===== src/rtl/wdog_pkg.sv =====
package wdog_pkg;

    typedef enum logic [1:0] {
        ST_IDLE   = 2'd0,
        ST_STAGE1 = 2'd1,
        ST_STAGE2 = 2'd2,
        ST_HOLD   = 2'd3
    } wdog_state_e;

    localparam logic [1:0] WARN_IRQ = 2'b00;
    localparam logic [1:0] WARN_SMI = 2'b10;

endpackage


===== src/rtl/wdog_load_sel.sv =====
module wdog_load_sel #(
    parameter int PRELOAD_W  = 20,
    parameter int SLOW_SHIFT = 15,
    parameter int FAST_SHIFT = 5,
    localparam int CNT_W     = PRELOAD_W + SLOW_SHIFT
) (
    input  logic                 sel_stage2_i,
    input  logic                 fast_i,
    input  logic [PRELOAD_W-1:0] preload1_i,
    input  logic [PRELOAD_W-1:0] preload2_i,
    output logic [CNT_W-1:0]     load_val_o
);

    logic [PRELOAD_W-1:0] chosen;
    logic [CNT_W-1:0]     widened;

    always_comb begin
        chosen  = sel_stage2_i ? preload2_i : preload1_i;
        widened = CNT_W'(chosen);
        if (fast_i) begin
            load_val_o = widened << FAST_SHIFT;
        end else begin
            load_val_o = widened << SLOW_SHIFT;
        end
    end

endmodule


===== src/rtl/wdog_countdown.sv =====
module wdog_countdown #(
    parameter int CNT_W = 35
) (
    input  logic             clk,
    input  logic             rst_n,
    input  logic             load_i,
    input  logic [CNT_W-1:0] load_val_i,
    input  logic             run_i,
    input  logic             tick_i,
    output logic             expire_o
);

    logic [CNT_W-1:0] remain;

    // Expire on the tick that would take the remaining count to zero,
    // or at once when a zero count was loaded.
    assign expire_o = run_i && tick_i && (remain <= CNT_W'(1));

    always_ff @(posedge clk) begin
        if (!rst_n) begin
            remain <= '0;
        end else if (load_i) begin
            remain <= load_val_i;
        end else if (run_i && tick_i && !expire_o) begin
            remain <= remain - CNT_W'(1);
        end
    end

    AST_NO_WRAP: assert property (@(posedge clk) disable iff (!rst_n)
        remain != '1);

    AST_STOPPED_HOLDS: assert property (@(posedge clk) disable iff (!rst_n)
        (!run_i && !load_i) |=> $stable(remain));

endmodule


===== src/rtl/wdog_fsm.sv =====
module wdog_fsm
    import wdog_pkg::*;
(
    input  logic       clk,
    input  logic       rst_n,
    input  logic       enable_i,
    input  logic       kick_i,
    input  logic       expire_i,
    input  logic [1:0] int_type_i,
    input  logic       reset_en_i,
    input  logic       free_run_i,
    output logic       load_o,
    output logic       sel_stage2_o,
    output logic       run_o,
    output logic       irq_o,
    output logic       smi_o,
    output logic       rst_req_o,
    output logic       stage_o,
    output logic       prev_rst_o
);

    wdog_state_e state_q, state_d;
    logic        en_q;
    logic        en_rise;
    logic        warn_ev;
    logic        bite_ev;

    assign en_rise = enable_i && !en_q;
    assign run_o   = (state_q == ST_STAGE1) || (state_q == ST_STAGE2);

    // State register
    always_ff @(posedge clk) begin
        if (!rst_n) begin
            state_q <= ST_IDLE;
            en_q    <= 1'b0;
        end else begin
            state_q <= state_d;
            en_q    <= enable_i;
        end
    end

    // Transitions: STOP > KICK > expiry
    always_comb begin
        state_d      = state_q;
        load_o       = 1'b0;
        sel_stage2_o = 1'b0;
        warn_ev      = 1'b0;
        bite_ev      = 1'b0;
        unique case (state_q)
            ST_IDLE: begin
                if (en_rise) begin
                    state_d = ST_STAGE1;
                    load_o  = 1'b1;
                end
            end
            ST_STAGE1: begin
                if (!enable_i) begin
                    state_d = ST_IDLE;
                end else if (kick_i) begin
                    load_o = 1'b1;
                end else if (expire_i) begin
                    state_d      = ST_STAGE2;
                    load_o       = 1'b1;
                    sel_stage2_o = 1'b1;
                    warn_ev      = 1'b1;
                end
            end
            ST_STAGE2: begin
                if (!enable_i) begin
                    state_d = ST_IDLE;
                end else if (kick_i) begin
                    state_d = ST_STAGE1;
                    load_o  = 1'b1;
                end else if (expire_i) begin
                    if (reset_en_i) begin
                        state_d = ST_IDLE;
                        bite_ev = 1'b1;
                    end else if (free_run_i) begin
                        state_d = ST_STAGE1;
                        load_o  = 1'b1;
                    end else begin
                        state_d = ST_HOLD;
                    end
                end
            end
            ST_HOLD: begin
                if (!enable_i) begin
                    state_d = ST_IDLE;
                end else if (kick_i) begin
                    state_d = ST_STAGE1;
                    load_o  = 1'b1;
                end
            end
        endcase
    end

    // Registered outputs
    always_ff @(posedge clk) begin
        if (!rst_n) begin
            irq_o      <= 1'b0;
            smi_o      <= 1'b0;
            rst_req_o  <= 1'b0;
            stage_o    <= 1'b0;
            prev_rst_o <= 1'b0;
        end else begin
            irq_o      <= warn_ev && (int_type_i == WARN_IRQ);
            smi_o      <= warn_ev && (int_type_i == WARN_SMI);
            rst_req_o  <= bite_ev;
            stage_o    <= (state_d == ST_STAGE2) || (state_d == ST_HOLD);
            prev_rst_o <= prev_rst_o || bite_ev;
        end
    end

    AST_PULSE_ONEHOT: assert property (@(posedge clk) disable iff (!rst_n)
        $onehot0({irq_o, smi_o, rst_req_o}));

    AST_WARN_IN_STAGE2: assert property (@(posedge clk) disable iff (!rst_n)
        (irq_o || smi_o) |-> stage_o);

    AST_IRQ_SINGLE: assert property (@(posedge clk) disable iff (!rst_n)
        irq_o |=> !irq_o);

    AST_BITE_FLAGS: assert property (@(posedge clk) disable iff (!rst_n)
        rst_req_o |-> (prev_rst_o && !stage_o));

    AST_BITE_SINGLE: assert property (@(posedge clk) disable iff (!rst_n)
        rst_req_o |=> !rst_req_o);

    AST_FLAG_STICKY: assert property (@(posedge clk) disable iff (!rst_n)
        prev_rst_o |=> prev_rst_o);

    AST_DISABLED_STAGE0: assert property (@(posedge clk) disable iff (!rst_n)
        !enable_i |=> !stage_o);

endmodule


===== src/rtl/wdog_two_stage.sv =====
module wdog_two_stage #(
    parameter int PRELOAD_W  = 20,
    parameter int SLOW_SHIFT = 15,
    parameter int FAST_SHIFT = 5
) (
    input  logic                 clk,
    input  logic                 rst_n,
    input  logic                 tick_i,
    input  logic                 enable_i,
    input  logic                 free_run_i,
    input  logic                 fast_clk_i,
    input  logic [1:0]           int_type_i,
    input  logic                 reset_en_i,
    input  logic [PRELOAD_W-1:0] preload1_i,
    input  logic [PRELOAD_W-1:0] preload2_i,
    input  logic                 kick_i,
    output logic                 irq_o,
    output logic                 smi_o,
    output logic                 rst_req_o,
    output logic                 stage_o,
    output logic                 prev_rst_o
);

    localparam int CNT_W = PRELOAD_W + SLOW_SHIFT;

    logic             load;
    logic             sel_stage2;
    logic             run;
    logic             expire;
    logic [CNT_W-1:0] load_val;

    wdog_load_sel #(
        .PRELOAD_W (PRELOAD_W),
        .SLOW_SHIFT(SLOW_SHIFT),
        .FAST_SHIFT(FAST_SHIFT)
    ) i_load_sel (
        .sel_stage2_i(sel_stage2),
        .fast_i      (fast_clk_i),
        .preload1_i  (preload1_i),
        .preload2_i  (preload2_i),
        .load_val_o  (load_val)
    );

    wdog_countdown #(
        .CNT_W(CNT_W)
    ) i_countdown (
        .clk       (clk),
        .rst_n     (rst_n),
        .load_i    (load),
        .load_val_i(load_val),
        .run_i     (run),
        .tick_i    (tick_i),
        .expire_o  (expire)
    );

    wdog_fsm i_fsm (
        .clk         (clk),
        .rst_n       (rst_n),
        .enable_i    (enable_i),
        .kick_i      (kick_i),
        .expire_i    (expire),
        .int_type_i  (int_type_i),
        .reset_en_i  (reset_en_i),
        .free_run_i  (free_run_i),
        .load_o      (load),
        .sel_stage2_o(sel_stage2),
        .run_o       (run),
        .irq_o       (irq_o),
        .smi_o       (smi_o),
        .rst_req_o   (rst_req_o),
        .stage_o     (stage_o),
        .prev_rst_o  (prev_rst_o)
    );

endmodule


===== config.mk =====
export PLATFORM = sky130hd
export DESIGN_NAME = wdog_two_stage
export DESIGN_NICKNAME = d
export VERILOG_FILES = /design/src/rtl/wdog_pkg.sv /design/src/rtl/wdog_load_sel.sv /design/src/rtl/wdog_countdown.sv /design/src/rtl/wdog_fsm.sv /design/src/rtl/wdog_two_stage.sv
export SDC_FILE = /design/constraint.sdc
export NUM_CORES = 1
export LEC_CHECK = 0
export BUFFER_PORTS_ARGS = -buffer_cell sky130_fd_sc_hd__buf_4
export CORE_MARGIN = 2
export CORE_UTILIZATION = 30
export CTS_CLUSTER_SIZE = 28
export DETAILED_ROUTE_END_ITERATION = 8
export GPL_TIMING_DRIVEN = 0
export MAX_ROUTING_LAYER = met4
export PLACE_DENSITY_LB_ADDON = 0.3
export RECOVER_POWER = 100
export SLEW_MARGIN = 40
export SYNTH_ARGS = -nofsm -noshare
export SYNTH_HDL_FRONTEND = slang
export SYNTH_SLANG_ARGS = --single-unit

===== constraint.sdc =====
create_clock -name clk -period 3.4 [get_ports clk]
set_input_delay 0.34 -clock clk [delete_from_list [all_inputs] [get_ports clk]]
set_output_delay 0.34 -clock clk [all_outputs]
set_load 0.03 [all_outputs]

==> results.py <==
metrics = {
    "critical_path": {
        "crit_path_max_fanout": 10,
        "cp-end-kind": "flip-flop",
        "cp_top_family": "simple AND/OR/NAND/NOR gates",
        "crit_buf_inv": 4,
        "cpPeakStageDelay_ns": 0.52,
        "cp_common_cell": "or4_1",
        "cp.arrival_ns": 3.39,
        "reg2reg_slack_ns": 0.18,
        "path_class": "flip-flop to flip-flop",
        "worstPathCellList": "or4_1, clkbuf_1, or4_1, buf_2, or4_1, clkbuf_1, buf_2, mux2i_1, o22ai_1",
        "startpoint_type": "flip-flop",
        "crit_required_ns": 3.57,
        "r2r_start": "i_countdown.remain[9]",
        "cpMaxStageDelayCell": "or4_1",
        "r2r_cells": 9,
        "r2r_end": "i_countdown.remain[27]",
    },
    "sta": {
        "worstMarginPinSlew_ns": 0.826,
        "min_period_over_period_pct": 94.8,
        "relSlewSlack_pct": 44.5,
        "setup_slack_ns": 0.177,
        "final.setup.tns_ns": 0,
        "rsz0062_at_grt": "no",
        "whs_ns": 0.211,
        "fmax_mhz": 310,
        "drv_slew": 0,
        "finalCriticalPeriod_ns": 3.22,
        "finalClockSkew_ns": 0.00639,
        "setup_viol": 0,
        "hold_viol": 0,
    },
    "floorplan": {
        "dieWidth_um": 101,
        "pin_count": 55,
        "core_area_um2": 9240,
        "dieArea_um2": 10300,
        "initial_core_util_pct": 30.8,
        "die_h_um": 101,
        "placement_rows": 35,
    },
    "place": {
        "dp_hpwl_mm": 6.72,
        "port_buffers": 54,
        "gp_congestion": 0.851,
        "post-place-ws_ns": 0.203,
    },
    "yosys": {
        "synthArstFlopShare_pct": 0,
        "yosysTopAreaCellShare_pct": 30.3,
        "synthAdderAreaFrac_pct": 2.64,
        "syn_inst": 344,
        "synth_area_um2": 2840,
        "netlist-cell-type-count": 47,
        "synth_compound_area_share_pct": 17.2,
        "ys_ff_latch": 43,
        "yosys_warnings": 0,
        "synth_top_family_by_area": "simple AND/OR/NAND/NOR gates",
        "synth_ff_type": "dfxtp_1",
        "synth_area_per_cell_um2": 8.27,
        "syn_nets": 400,
        "yosys.area_share.simple_pct": 26.7,
        "yosys-top-cells-area": "dfxtp_1, mux2i_1, xnor2_1",
        "seq_area_frac_synth_pct": 30.3,
        "synth-edff-count": 0,
        "yosysTopAreaCell": "dfxtp_1",
        "synth_xor_xnor_area_share_pct": 10.5,
        "yosys-mux-area-fraction_pct": 8.10,
    },
    "global_route": {
        "antenna_found_initial": 0,
        "grt_max_degree": 14,
        "gr-total-overflow": 0,
        "grt_pass1_vias": 2826,
        "grt_pass1_wl_mm": 14.2,
        "track_usage_pct": 18.2,
    },
    "drt": {
        "drt_iter0_markers": 180,
        "drc": 0,
        "firstDrtPassIters": 4,
        "wl_per_cell_um": 16.3,
        "vias": 2876,
        "antenna_left": 0,
        "wl_mm": 8.73,
        "via_per_inst": 5.38,
    },
    "clocking": {
        "cts_hold_buf": 0,
        "htree_levels": 2,
        "clk_latency_ns": 0.30,
        "clkTransAtPathRegs_ns": 0.08,
        "cts-root-buf": "clkbuf_8",
        "tritoncts": "built",
        "clockBufferDepth": 2,
        "cts.sink_count": 43,
        "cts_buffers": 5,
    },
    "final_layout": {
        "final_nets": 461,
        "area_growth_pct": 22.0,
        "drive_gt1_share_pct": 16.0,
        "antenna_cells": 0,
        "fin_util_pct": 37.5,
    },
    "worst_hold_path": {
        "holdCritPathClass": "input pin to flip-flop",
        "hold_end": "i_fsm.irq_o",
        "hp-start": "int_type_i[1]",
        "whs_path_depth": 2,
    },
    "outcome": {
        "outcome": "finished, final reports clean",
    },
    "power_and_ir_drop": {
        "ir_drop_mv": 0.173,
        "pwr_density_cell_nw_per_um2": 396,
        "total_power_mw": 1.37,
        "p_leak_nw": 1.39,
    },
    "job": {
        "cap_violations": 0,
    },
}
==> per-stage QoR <==
stage | instance area [um2] | instances
global route | 3470 | 535
CTS | 3510 | 535
finish | 3470 | 535
global placement | 3410 | 527
floorplan | 2840 | 344
detailed placement | 3420 | 527
==> cells in the mapped netlist (all sizes together) (3+ instances only) <==
cell type,n
buf,6
nand4,8
nor3b,3
mux2i,23
o22ai,30
nand2b,3
or4,9
inv,7
nor4,15
a21oi,14
nand2,28
o31ai,3
ha,6
nor3,18
clkbuf,17
xor2,9
and3,11
nor2,19
o21ai,4
nand3,5
xnor2,25
dfxtp,43
and2,3
a311oi,10
==> routing by layer <==
layer | GRT usage (%) | up-vias | part of all wire (%) | wire length [um]
li1 | - | 1423 | - | -
met1 | 25.8 | 1347 | 49 | 4250
met2 | 28.0 | 98 | 44 | 3850
met3 | 2.97 | 8 | 6.6 | 575
met4 | 2.70 | 0 | 0.65 | 57
met5 | - | - | 0 | 0
==> report_power, final <==
part | total, mW | internal [mW] | switching [mW]
clock network | 0.327 | 0.144 | 0.183
logic | 0.469 | 0.187 | 0.283
registers | 0.577 | 0.539 | 0.0378
==> state kept, by name, indices dropped and copies added (netlist names) <==
signal / flops
i_fsm.irq_o: 1
i_fsm.en_q: 1
i_countdown.remain: 35
i_fsm.stage_o: 1
i_fsm.smi_o: 1
i_fsm.state_q: 2
i_fsm.prev_rst_o: 1
i_fsm.rst_req_o: 1
==> worst max path at each step <==
stage,from,to,slack [ns],depth (start not counted)
after floorplan,i_countdown.remain[9],i_countdown.remain[10],0.72,9
after global placement,i_countdown.remain[2],i_countdown.remain[33],0.10,6
after detailed placement,i_countdown.remain[9],i_countdown.remain[12],0.20,9
after CTS,i_countdown.remain[9],i_countdown.remain[12],0.19,9
after global routing,i_countdown.remain[9],i_countdown.remain[20],0.02,9
final,i_countdown.remain[9],i_countdown.remain[27],0.18,9
==> layout by cell type, fill, tap and decap left out, types with 3 or more instances in the layout <==
cell type,Yosys,routed
buf_4,0,48
nand2b_1,3,3
nor3b_1,3,3
inv_1,7,7
buf_2,3,3
nor2_1,19,19
clkbuf_1,17,24
a311oi_1,10,10
xor2_1,9,9
ha_1,6,6
xnor2_1,25,25
and2_1,3,3
o21ai_0,3,3
nand4_1,8,8
a21oi_1,14,14
mux2i_1,23,23
nor4_1,13,13
nand2_1,28,28
nand3_1,5,5
o22ai_1,30,30
nor3_1,18,18
clkbuf_8,0,5
or4_1,9,9
dfxtp_1,43,43
and3_1,11,11
==> final cells by class <==
type                       count  area [um2]
buffer                        23        98.8
inverter                       7        26.3
clock buffer                   6        72.6
fill                         963        5770
clock inverter                 2        12.5
sequential                    43         861
tap                          129         161
multi-input combinational    271        1850
timing repair buffer          54         383
==> logic make-up (layout without fill, tap and decap cells) <==
| family | after synthesis | after routing |
|---|---|---|
| adder cells (fa/ha/maj) | 6 | 6 |
| XOR/XNOR | 34 | 34 |
| buffers and inverters | 30 | 92 |
| AND/OR/NAND/NOR | 135 | 135 |
| multiplexers | 23 | 23 |
| flip-flops | 43 | 43 |
| AO/OA/AOI/OAI | 73 | 73 |
==> repair_timing <==
item	in CTS	in global routing
buffers inserted	0	0
gates resized for setup	0	2
setup endpoints to repair	0	1
Note: power is estimated with default switching activity, not from simulation.
